<file path="src/rtl/edo_pkg.sv">
// Package: shared types for the EDO DRAM control model.
// Assumes nothing beyond IEEE 1800-2017.
package edo_pkg;
    typedef enum logic [1:0] {
        ST_IDLE = 2'd0,  // row strobe high, no cycle in progress
        ST_ROW  = 2'd1,  // row latched, access or row-only refresh
        ST_CBR  = 2'd2,  // column-before-row refresh cycle
        ST_SELF = 2'd3   // self refresh running
    } edo_state_e;
endpackage

</file>
<file path="src/rtl/edo_sync.sv">
// Module: two-stage synchroniser for a vector of asynchronous inputs.
// Assumes the bits of a vector are only consumed after they have been stable
// for several clocks (the strobe protocol guarantees this for address/data).
module edo_sync #(
    parameter int W       = 1,
    parameter bit RST_ONE = 1'b0
) (
    input  logic         clk,
    input  logic         rst_n,
    input  logic [W-1:0] d,
    output logic [W-1:0] q
);
    logic [W-1:0] meta_q;

    // Two flops in series, reset to the idle level of the inputs.
    always_ff @(posedge clk) begin
        if (!rst_n) begin
            meta_q <= {W{RST_ONE}};
            q      <= {W{RST_ONE}};
        end else begin
            meta_q <= d;
            q      <= meta_q;
        end
    end
endmodule

</file>
<file path="src/rtl/edo_refresh_ctr.sv">
// Module: internal refresh row counter, wraps modulo 2^ROW_W.
// Assumes adv is a single-cycle request per refreshed row.
module edo_refresh_ctr #(
    parameter int ROW_W = 3
) (
    input  logic             clk,
    input  logic             rst_n,
    input  logic             adv,
    output logic [ROW_W-1:0] row
);
    // Step the counter once per request.
    always_ff @(posedge clk) begin
        if (!rst_n) row <= '0;
        else if (adv) row <= row + 1'b1;
    end

    AST_CTR_STEP: assert property (@(posedge clk) disable iff (!rst_n)
        (row != $past(row)) |-> (row == ROW_W'($past(row) + 1'b1)));
endmodule

</file>
<file path="src/rtl/edo_array.sv">
// Module: word array with one synchronous write port and one combinational read port.
// Assumes depth 2^(ROW_W+COL_W) stays small; contents are not reset.
module edo_array #(
    parameter int ROW_W  = 3,
    parameter int COL_W  = 3,
    parameter int DATA_W = 8
) (
    input  logic                   clk,
    input  logic                   wr_en,
    input  logic [ROW_W+COL_W-1:0] wr_idx,
    input  logic [DATA_W-1:0]      wr_data,
    input  logic [ROW_W+COL_W-1:0] rd_idx,
    output logic [DATA_W-1:0]      rd_data
);
    localparam int DEPTH = 1 << (ROW_W + COL_W);

    logic [DATA_W-1:0] mem [DEPTH];

    // Store one word per write request.
    always_ff @(posedge clk) begin
        if (wr_en) mem[wr_idx] <= wr_data;
    end

    // Read the addressed word without delay.
    always_comb rd_data = mem[rd_idx];
endmodule

</file>
<file path="src/rtl/edo_dram_core.sv">
// Module: device-side control of a multiplexed-address EDO DRAM.
// Assumes strobes are asynchronous and change slowly compared with clk;
// address and din are stable around each strobe edge. Each edge acts three
// clocks after the pin change (two sync stages plus the edge flop).
module edo_dram_core
    import edo_pkg::*;
#(
    parameter int ROW_W       = 3,
    parameter int COL_W       = 3,
    parameter int DATA_W      = 8,
    parameter int SELF_ENTRY  = 40,
    parameter int SELF_PERIOD = 8,
    localparam int ADDR_W     = (ROW_W > COL_W) ? ROW_W : COL_W
) (
    input  logic              clk,
    input  logic              rst_n,
    input  logic              ras_n,
    input  logic              cas_n,
    input  logic              we_n,
    input  logic              oe_n,
    input  logic [ADDR_W-1:0] addr,
    input  logic [DATA_W-1:0] din,
    output logic [DATA_W-1:0] dout,
    output logic              dout_en,
    output logic              refresh_pulse,
    output logic [ROW_W-1:0]  refresh_row,
    output logic              self_refresh
);
    localparam int IDX_W  = ROW_W + COL_W;
    localparam int CMAX   = (SELF_ENTRY > SELF_PERIOD) ? SELF_ENTRY : SELF_PERIOD;
    localparam int CNT_W  = $clog2(CMAX) + 1;

    logic [3:0]              stb_s;
    logic                    s_ras, s_cas, s_we, s_oe;
    logic [2:0]              prev_q;
    logic                    ras_fall, ras_rise, cas_fall, we_fall;
    logic [ADDR_W-1:0]       addr_s;
    logic [DATA_W-1:0]       din_s;
    logic [COL_W-1:0]        col_in;
    edo_state_e              state;
    logic [ROW_W-1:0]        row_q;
    logic [COL_W-1:0]        col_q;
    logic                    cas_seen, rd_done, drive_q, drive_d;
    logic [CNT_W-1:0]        cnt_q;
    logic                    self_tick, ctr_adv, row_only, rd_now;
    logic                    wr_en;
    logic [IDX_W-1:0]        wr_idx;
    logic [DATA_W-1:0]       rd_data;
    logic [ROW_W-1:0]        ctr_row;

    edo_sync #(.W(4), .RST_ONE(1'b1)) i_stb_sync (
        .clk(clk), .rst_n(rst_n), .d({oe_n, we_n, cas_n, ras_n}), .q(stb_s));

    edo_sync #(.W(ADDR_W + DATA_W), .RST_ONE(1'b0)) i_dat_sync (
        .clk(clk), .rst_n(rst_n), .d({addr, din}), .q({addr_s, din_s}));

    assign s_ras  = stb_s[0];
    assign s_cas  = stb_s[1];
    assign s_we   = stb_s[2];
    assign s_oe   = stb_s[3];
    assign col_in = addr_s[COL_W-1:0];

    // Remember the previous synchronised strobe levels for edge detection.
    always_ff @(posedge clk) begin
        if (!rst_n) prev_q <= 3'b111;
        else        prev_q <= stb_s[2:0];
    end

    assign ras_fall = prev_q[0] & ~s_ras;
    assign ras_rise = ~prev_q[0] & s_ras;
    assign cas_fall = prev_q[1] & ~s_cas;
    assign we_fall  = prev_q[2] & ~s_we;

    // Decode the per-cycle actions of the current state.
    always_comb begin
        rd_now    = (state == ST_ROW) && cas_fall && s_we;
        self_tick = (state == ST_SELF) && !ras_rise && (cnt_q == CNT_W'(SELF_PERIOD - 1));
        ctr_adv   = ((state == ST_IDLE) && ras_fall && !s_cas) || self_tick;
        row_only  = (state == ST_ROW) && ras_rise && !cas_seen;
    end

    // Choose the write source: early write first, then read-modify-write.
    always_comb begin
        wr_en  = 1'b0;
        wr_idx = {row_q, col_in};
        if ((state == ST_ROW) && cas_fall && !s_we) begin
            wr_en = 1'b1;
        end else if ((state == ST_ROW) && we_fall && !s_cas && rd_done) begin
            wr_en  = 1'b1;
            wr_idx = {row_q, col_q};
        end
    end

    // Output driver state: set by a read, cleared by write, WE# pulse or both strobes high.
    always_comb begin
        drive_d = drive_q;
        if ((state == ST_ROW) && cas_fall) drive_d = s_we;
        if (we_fall)                       drive_d = 1'b0;
        if (s_ras && s_cas)                drive_d = 1'b0;
    end

    // Cycle sequencing, data capture and refresh reporting.
    always_ff @(posedge clk) begin
        if (!rst_n) begin
            state         <= ST_IDLE;
            row_q         <= '0;
            col_q         <= '0;
            cas_seen      <= 1'b0;
            rd_done       <= 1'b0;
            drive_q       <= 1'b0;
            dout_en       <= 1'b0;
            dout          <= '0;
            cnt_q         <= '0;
            refresh_pulse <= 1'b0;
            refresh_row   <= '0;
        end else begin
            drive_q       <= drive_d;
            dout_en       <= drive_d & ~s_oe;
            refresh_pulse <= ctr_adv | row_only;
            if (ctr_adv)       refresh_row <= ctr_row;
            else if (row_only) refresh_row <= row_q;
            if (rd_now) dout <= rd_data;
            case (state)
                ST_IDLE: begin
                    if (ras_fall) begin
                        if (!s_cas) begin
                            state <= ST_CBR;
                            cnt_q <= '0;
                        end else begin
                            state    <= ST_ROW;
                            row_q    <= addr_s[ROW_W-1:0];
                            cas_seen <= 1'b0;
                            rd_done  <= 1'b0;
                        end
                    end
                end
                ST_ROW: begin
                    if (ras_rise) begin
                        state <= ST_IDLE;
                    end else if (cas_fall) begin
                        col_q    <= col_in;
                        cas_seen <= 1'b1;
                        rd_done  <= s_we;
                    end
                end
                ST_CBR: begin
                    if (ras_rise) begin
                        state <= ST_IDLE;
                    end else if (!s_cas) begin
                        if (cnt_q == CNT_W'(SELF_ENTRY - 1)) begin
                            state <= ST_SELF;
                            cnt_q <= '0;
                        end else begin
                            cnt_q <= cnt_q + 1'b1;
                        end
                    end
                end
                ST_SELF: begin
                    if (ras_rise)       state <= ST_IDLE;
                    else if (self_tick) cnt_q <= '0;
                    else                cnt_q <= cnt_q + 1'b1;
                end
                default: state <= ST_IDLE;
            endcase
        end
    end

    assign self_refresh = (state == ST_SELF);

    edo_refresh_ctr #(.ROW_W(ROW_W)) i_ref_ctr (
        .clk(clk), .rst_n(rst_n), .adv(ctr_adv), .row(ctr_row));

    edo_array #(.ROW_W(ROW_W), .COL_W(COL_W), .DATA_W(DATA_W)) i_array (
        .clk(clk), .wr_en(wr_en), .wr_idx(wr_idx), .wr_data(din_s),
        .rd_idx({row_q, col_in}), .rd_data(rd_data));

    AST_RELEASE_BOTH_HIGH: assert property (@(posedge clk) disable iff (!rst_n)
        (s_ras && s_cas) |=> !dout_en);
    AST_OE_HIGH_OFF: assert property (@(posedge clk) disable iff (!rst_n)
        s_oe |=> !dout_en);
    AST_EARLY_WRITE_QUIET: assert property (@(posedge clk) disable iff (!rst_n)
        ((state == ST_ROW) && cas_fall && !s_we) |=> !dout_en);
    AST_RMW_OFF: assert property (@(posedge clk) disable iff (!rst_n)
        ((state == ST_ROW) && we_fall) |=> !dout_en);
    AST_SELF_EXIT: assert property (@(posedge clk) disable iff (!rst_n)
        s_ras |=> !self_refresh);
endmodule

</file>
<file path="config.mk">
export PLATFORM = sky130hd
export DESIGN_NAME = edo_dram_core
export DESIGN_NICKNAME = d
export VERILOG_FILES = /design/src/rtl/edo_pkg.sv /design/src/rtl/edo_sync.sv /design/src/rtl/edo_refresh_ctr.sv /design/src/rtl/edo_array.sv /design/src/rtl/edo_dram_core.sv
export SDC_FILE = /design/constraint.sdc
export NUM_CORES = 1
export LEC_CHECK = 0
export ABC_AREA = 1
export BUFFER_PORTS_ARGS = -buffer_cell sky130_fd_sc_hd__buf_2
export CELL_PAD_IN_SITES_DETAIL_PLACEMENT = 0
export CELL_PAD_IN_SITES_GLOBAL_PLACEMENT = 2
export CORE_AREA = 2 2 250 252
export DETAILED_ROUTE_END_ITERATION = 6
export DIE_AREA = 0 0 252 254
export PLACE_DENSITY = 0.73
export SYNTH_ARGS = -nofsm -noshare
export SYNTH_HDL_FRONTEND = slang
export SYNTH_HIERARCHICAL = 1
export SYNTH_SLANG_ARGS = --single-unit
</file>
<file path="constraint.sdc">
create_clock -name clk -period 3 [get_ports clk]
set_input_delay 0.6 -clock clk [delete_from_list [all_inputs] [get_ports clk]]
set_output_delay 0.6 -clock clk [all_outputs]
set_load 0.005 [all_outputs]
</file>
==> impl_results.md <==
* Status: finished, final reports clean
* Register bit total from synthesis at 579
* Clock Skew at approximately 0.018 ns
* Gr ovfl total at 0
* Syn_nets at ~2200
* Vias in the first global route at approximately 15000
* Mux cell area share after synthesis at 0%
* Critical Path RT at 3.24 ns
* Yosys warns at 6
* Antenna Cells at 0
* Syn avg cell area at ~11 sq um
* Area of the mapped netlist at approximately 0.024 sq mm
* Post-synthesis adder-cell area fraction at less than 1%
* IO buf count at 30
* Crit. End Element: flop
* Most frequent cell after synthesis: nand2_1
* CTS max path bufs at 3
* Vias/cell at 5.14
* First-pass GRT wire length at around 97000 um
* Antenna viol nets, final at 0
* Hold Slack at ~0.17 ns
* Critical Path Fanout Max at 8
* Top FF cell, synth: edfxtp_1
* FP Rows at a little over 90
* Drt first-iter violations at 1214
* Cells after Synth at approximately 2100
* Most frequent CP cell: nand2_1
* Starting density of the core at between 30% and 40%
* Dpl hpwl at between 30000 and 40000 um
* RD Place Congestion at slightly below 0.8
* Tmin final at 2.80 ns
* TritonRoute pass-1 iters at 5
* RSZ-0062 raised after global routing: yes
* XOR/XNOR Fraction of Synth Area at less than 1%
* CTS root buffer: clkbuf_16
* Rel. slew slack at between 40 and 50%
* Crit share post-route at just over 90%
* Share of cells above drive strength 1 at about an eighth
* Area delta synth->final at 15.1%
* Reg clk slew, reported paths at around 0.060 ns
* Hold Vio Cnt, Final at 0
* Postcts setup bufs at 0
* Max Slew Vio Count at 0
* Core region area at approximately 0.061 sq mm
* PwrDens at roughly 670 mW/mm^2
* Yosys top cell by area: edfxtp_1
* Post-synth EDFFs at 512
* IR drop worst, VDD at 0.379 mV
* Initial antenna violation count at 0
* Synth top cells by count: 732 x nand2_1, 512 x edfxtp_1, 467 x nand3_1, 91 x nor2_1, 67 x dfxtp_1
* Asr flop ratio synth at 0%
* Yosys cell types at 30
* Via count at ~16000
* Final setup fails at 0
* Crit start category: flop
* Main combinational cell family by area after synthesis: simple AND/OR/NAND/NOR gates
* Fmax at 357 MHz
* Drt wl/cell at about 21 um
* Drt total wl at around 64000 um
* Clock latency on the worst-skew pair at about 0.6 ns
* Overall routing resource usage at ~20%
* Drc violations at 0
* Clock tree from TritonCTS: yes
* Simple-gate share of the synthesized area at around a quarter
* Pin count of the biggest net entering global routing at 98
* Die footprint at ~0.064 sq mm
* Leak Pwr at between 10 and 15 nW
* Die width at between 200 and 300 um
* Compound-Gate Fraction of Synth Area at 0.871%
* Max_cap viols at 0
* Final core occ at 44.6%
* CP Class: flop to flop
* Worst path cell trace: inv_2 -> nand2_1 -> nor3_2 -> nand2_1 -> o21ai_0 -> buf_4 -> nand4_1 -> nor2_1
* CTS H-Tree Depth at 3
* CTS Sinks at 579
* Slowest-stage cell, CP: nor2_1
* CTS buffer count at between 60 and 70
* Hold WC Path Type: primary input to flop
* Sequential fraction of the synthesis area at 70.5%
* CP peak stage delay at 0.63 ns
* Top cell type's share of synthesized area at between 60% and 70%
* Critical Path AT at roughly 3.0 ns
* Boundary Pins at 31
* Die Ht at approximately 250 um
* Nets at between 2000 and 2500
* Top cells by area, synth: edfxtp_1 65%, nand2_1 12%, nand3_1 9.9%
* Worst slew pin tran at 0.860 ns
layout make-up:
| type | instances | area [sq um] |
|---|---|---|
| inverters | 68 | 263 |
| well taps | 790 | 988 |
| clock buffers | 88 | 1870 |
| clock inverters | 32 | 359 |
| multi-input cells | 1364 | 5880 |
| flip-flops and latches | 579 | 16700 |
| repair buffers | 141 | 1210 |
| fillers | 5731 | 34000 |
power by group:
| group | internal, W | leakage (nW) | switching [W] |
|---|---|---|---|
| Combinational | 0.000294 | 3.96 | 0.000773 |
| Sequential | 0.00877 | 5.26 | 0.0000798 |
| Clock | 0.00501 | 1.09 | 0.00323 |
| Total | 0.0141 | 10.3 | 0.00409 |
layout by cell type, fill, tap and decap left out, types with 6 or more instances in the layout:
cell / instances
o21ai_1: 6
dfxtp_1: 56
clkinv_1: 10
o21ai_0: 13
bufinv_16: 7
nand3_1: 467
a21oi_1: 16
buf_4: 93
nor4_1: 8
clkbuf_1: 14
nand4_1: 13
clkbuf_16: 71
clkinv_2: 10
inv_1: 62
dfxtp_2: 9
buf_2: 30
nand2_1: 732
nor2_1: 90
edfxtp_1: 512
buf_12: 18
critical path: cells and delay by family (launching register included):
kind	cells	cell delay (ns)
and+or+nand+nor	5	1.51
AOI/OAI and AO/OA	1	0.33
DFF	1	0.32
buffers and inverters	2	0.28
routing by layer:
layer / routed length, um / share of wire [%] / up-vias / track usage (%)
li1: - / - / 7542 / -
met1: 30100 / 47 / 7667 / 29.3
met2: 29200 / 45 / 457 / 31.8
met3: 3650 / 5.7 / 75 / 3.31
met4: 1270 / 2.0 / 0 / 6.05
met5: 0 / 0 / - / 0
sequential cells by signal, indices dropped and copies added, names as in the netlist, 3 cells and up:
name / cells
i_array/mem: 512
i_dat_sync/meta_q: 11
i_dat_sync/q: 11
dout: 8
cnt_q: 7
i_stb_sync/meta_q: 4
i_stb_sync/q: 4
col_q: 3
i_ref_ctr/row: 3
prev_q: 3
refresh_row: 3
row_q: 3
path summary, 6_finish.rpt:
| kind | slack, ns | end | from | depth (start not counted) |
|---|---|---|---|---|
| worst max register to register | 0.20 | i_array/mem[38][5] | state[1] | 8 |
| worst min-delay path | 0.17 | i_stb_sync/meta_q[3] | oe_n | 3 |
| worst min register to register | 0.38 | dout_en | i_stb_sync/q[3] | 1 |
| worst max-delay path | 0.20 | i_array/mem[38][5] | state[1] | 8 |
timing repair:
item	in CTS	in global routing
hold buffers	0	0
endpoints found under the setup margin	0	16
gates resized for setup	0	1
logic make-up (layout without fill, tap and decap cells):
| family | Yosys count | count (layout) |
|---|---|---|
| buffers and inverters | 189 | 329 |
| AOI/OAI and AO/OA | 39 | 39 |
| adders and majority gates | 2 | 2 |
| DFF | 579 | 579 |
| and+or+nand+nor | 1322 | 1322 |
| xor gates and xnor gates | 1 | 1 |
stage by stage:
step	instance area, sq um	total power, W	worst slack (ns)	setup TNS (ns)	instances
2_1_floorplan	23700	0.00966	0.161	0	2132
3_3_place_gp	25100	0.0101	0.281	0	2942
3_5_place_dp	25100	0.0101	0.161	0	2942
4_1_cts	27300	0.0184	0.137	0	3062
5_1_grt	27300	0.0188	-0.0161	-0.125	3062
6_report	27300	0.0182	0.201	0	3062
(Power assumes the default switching activity.)
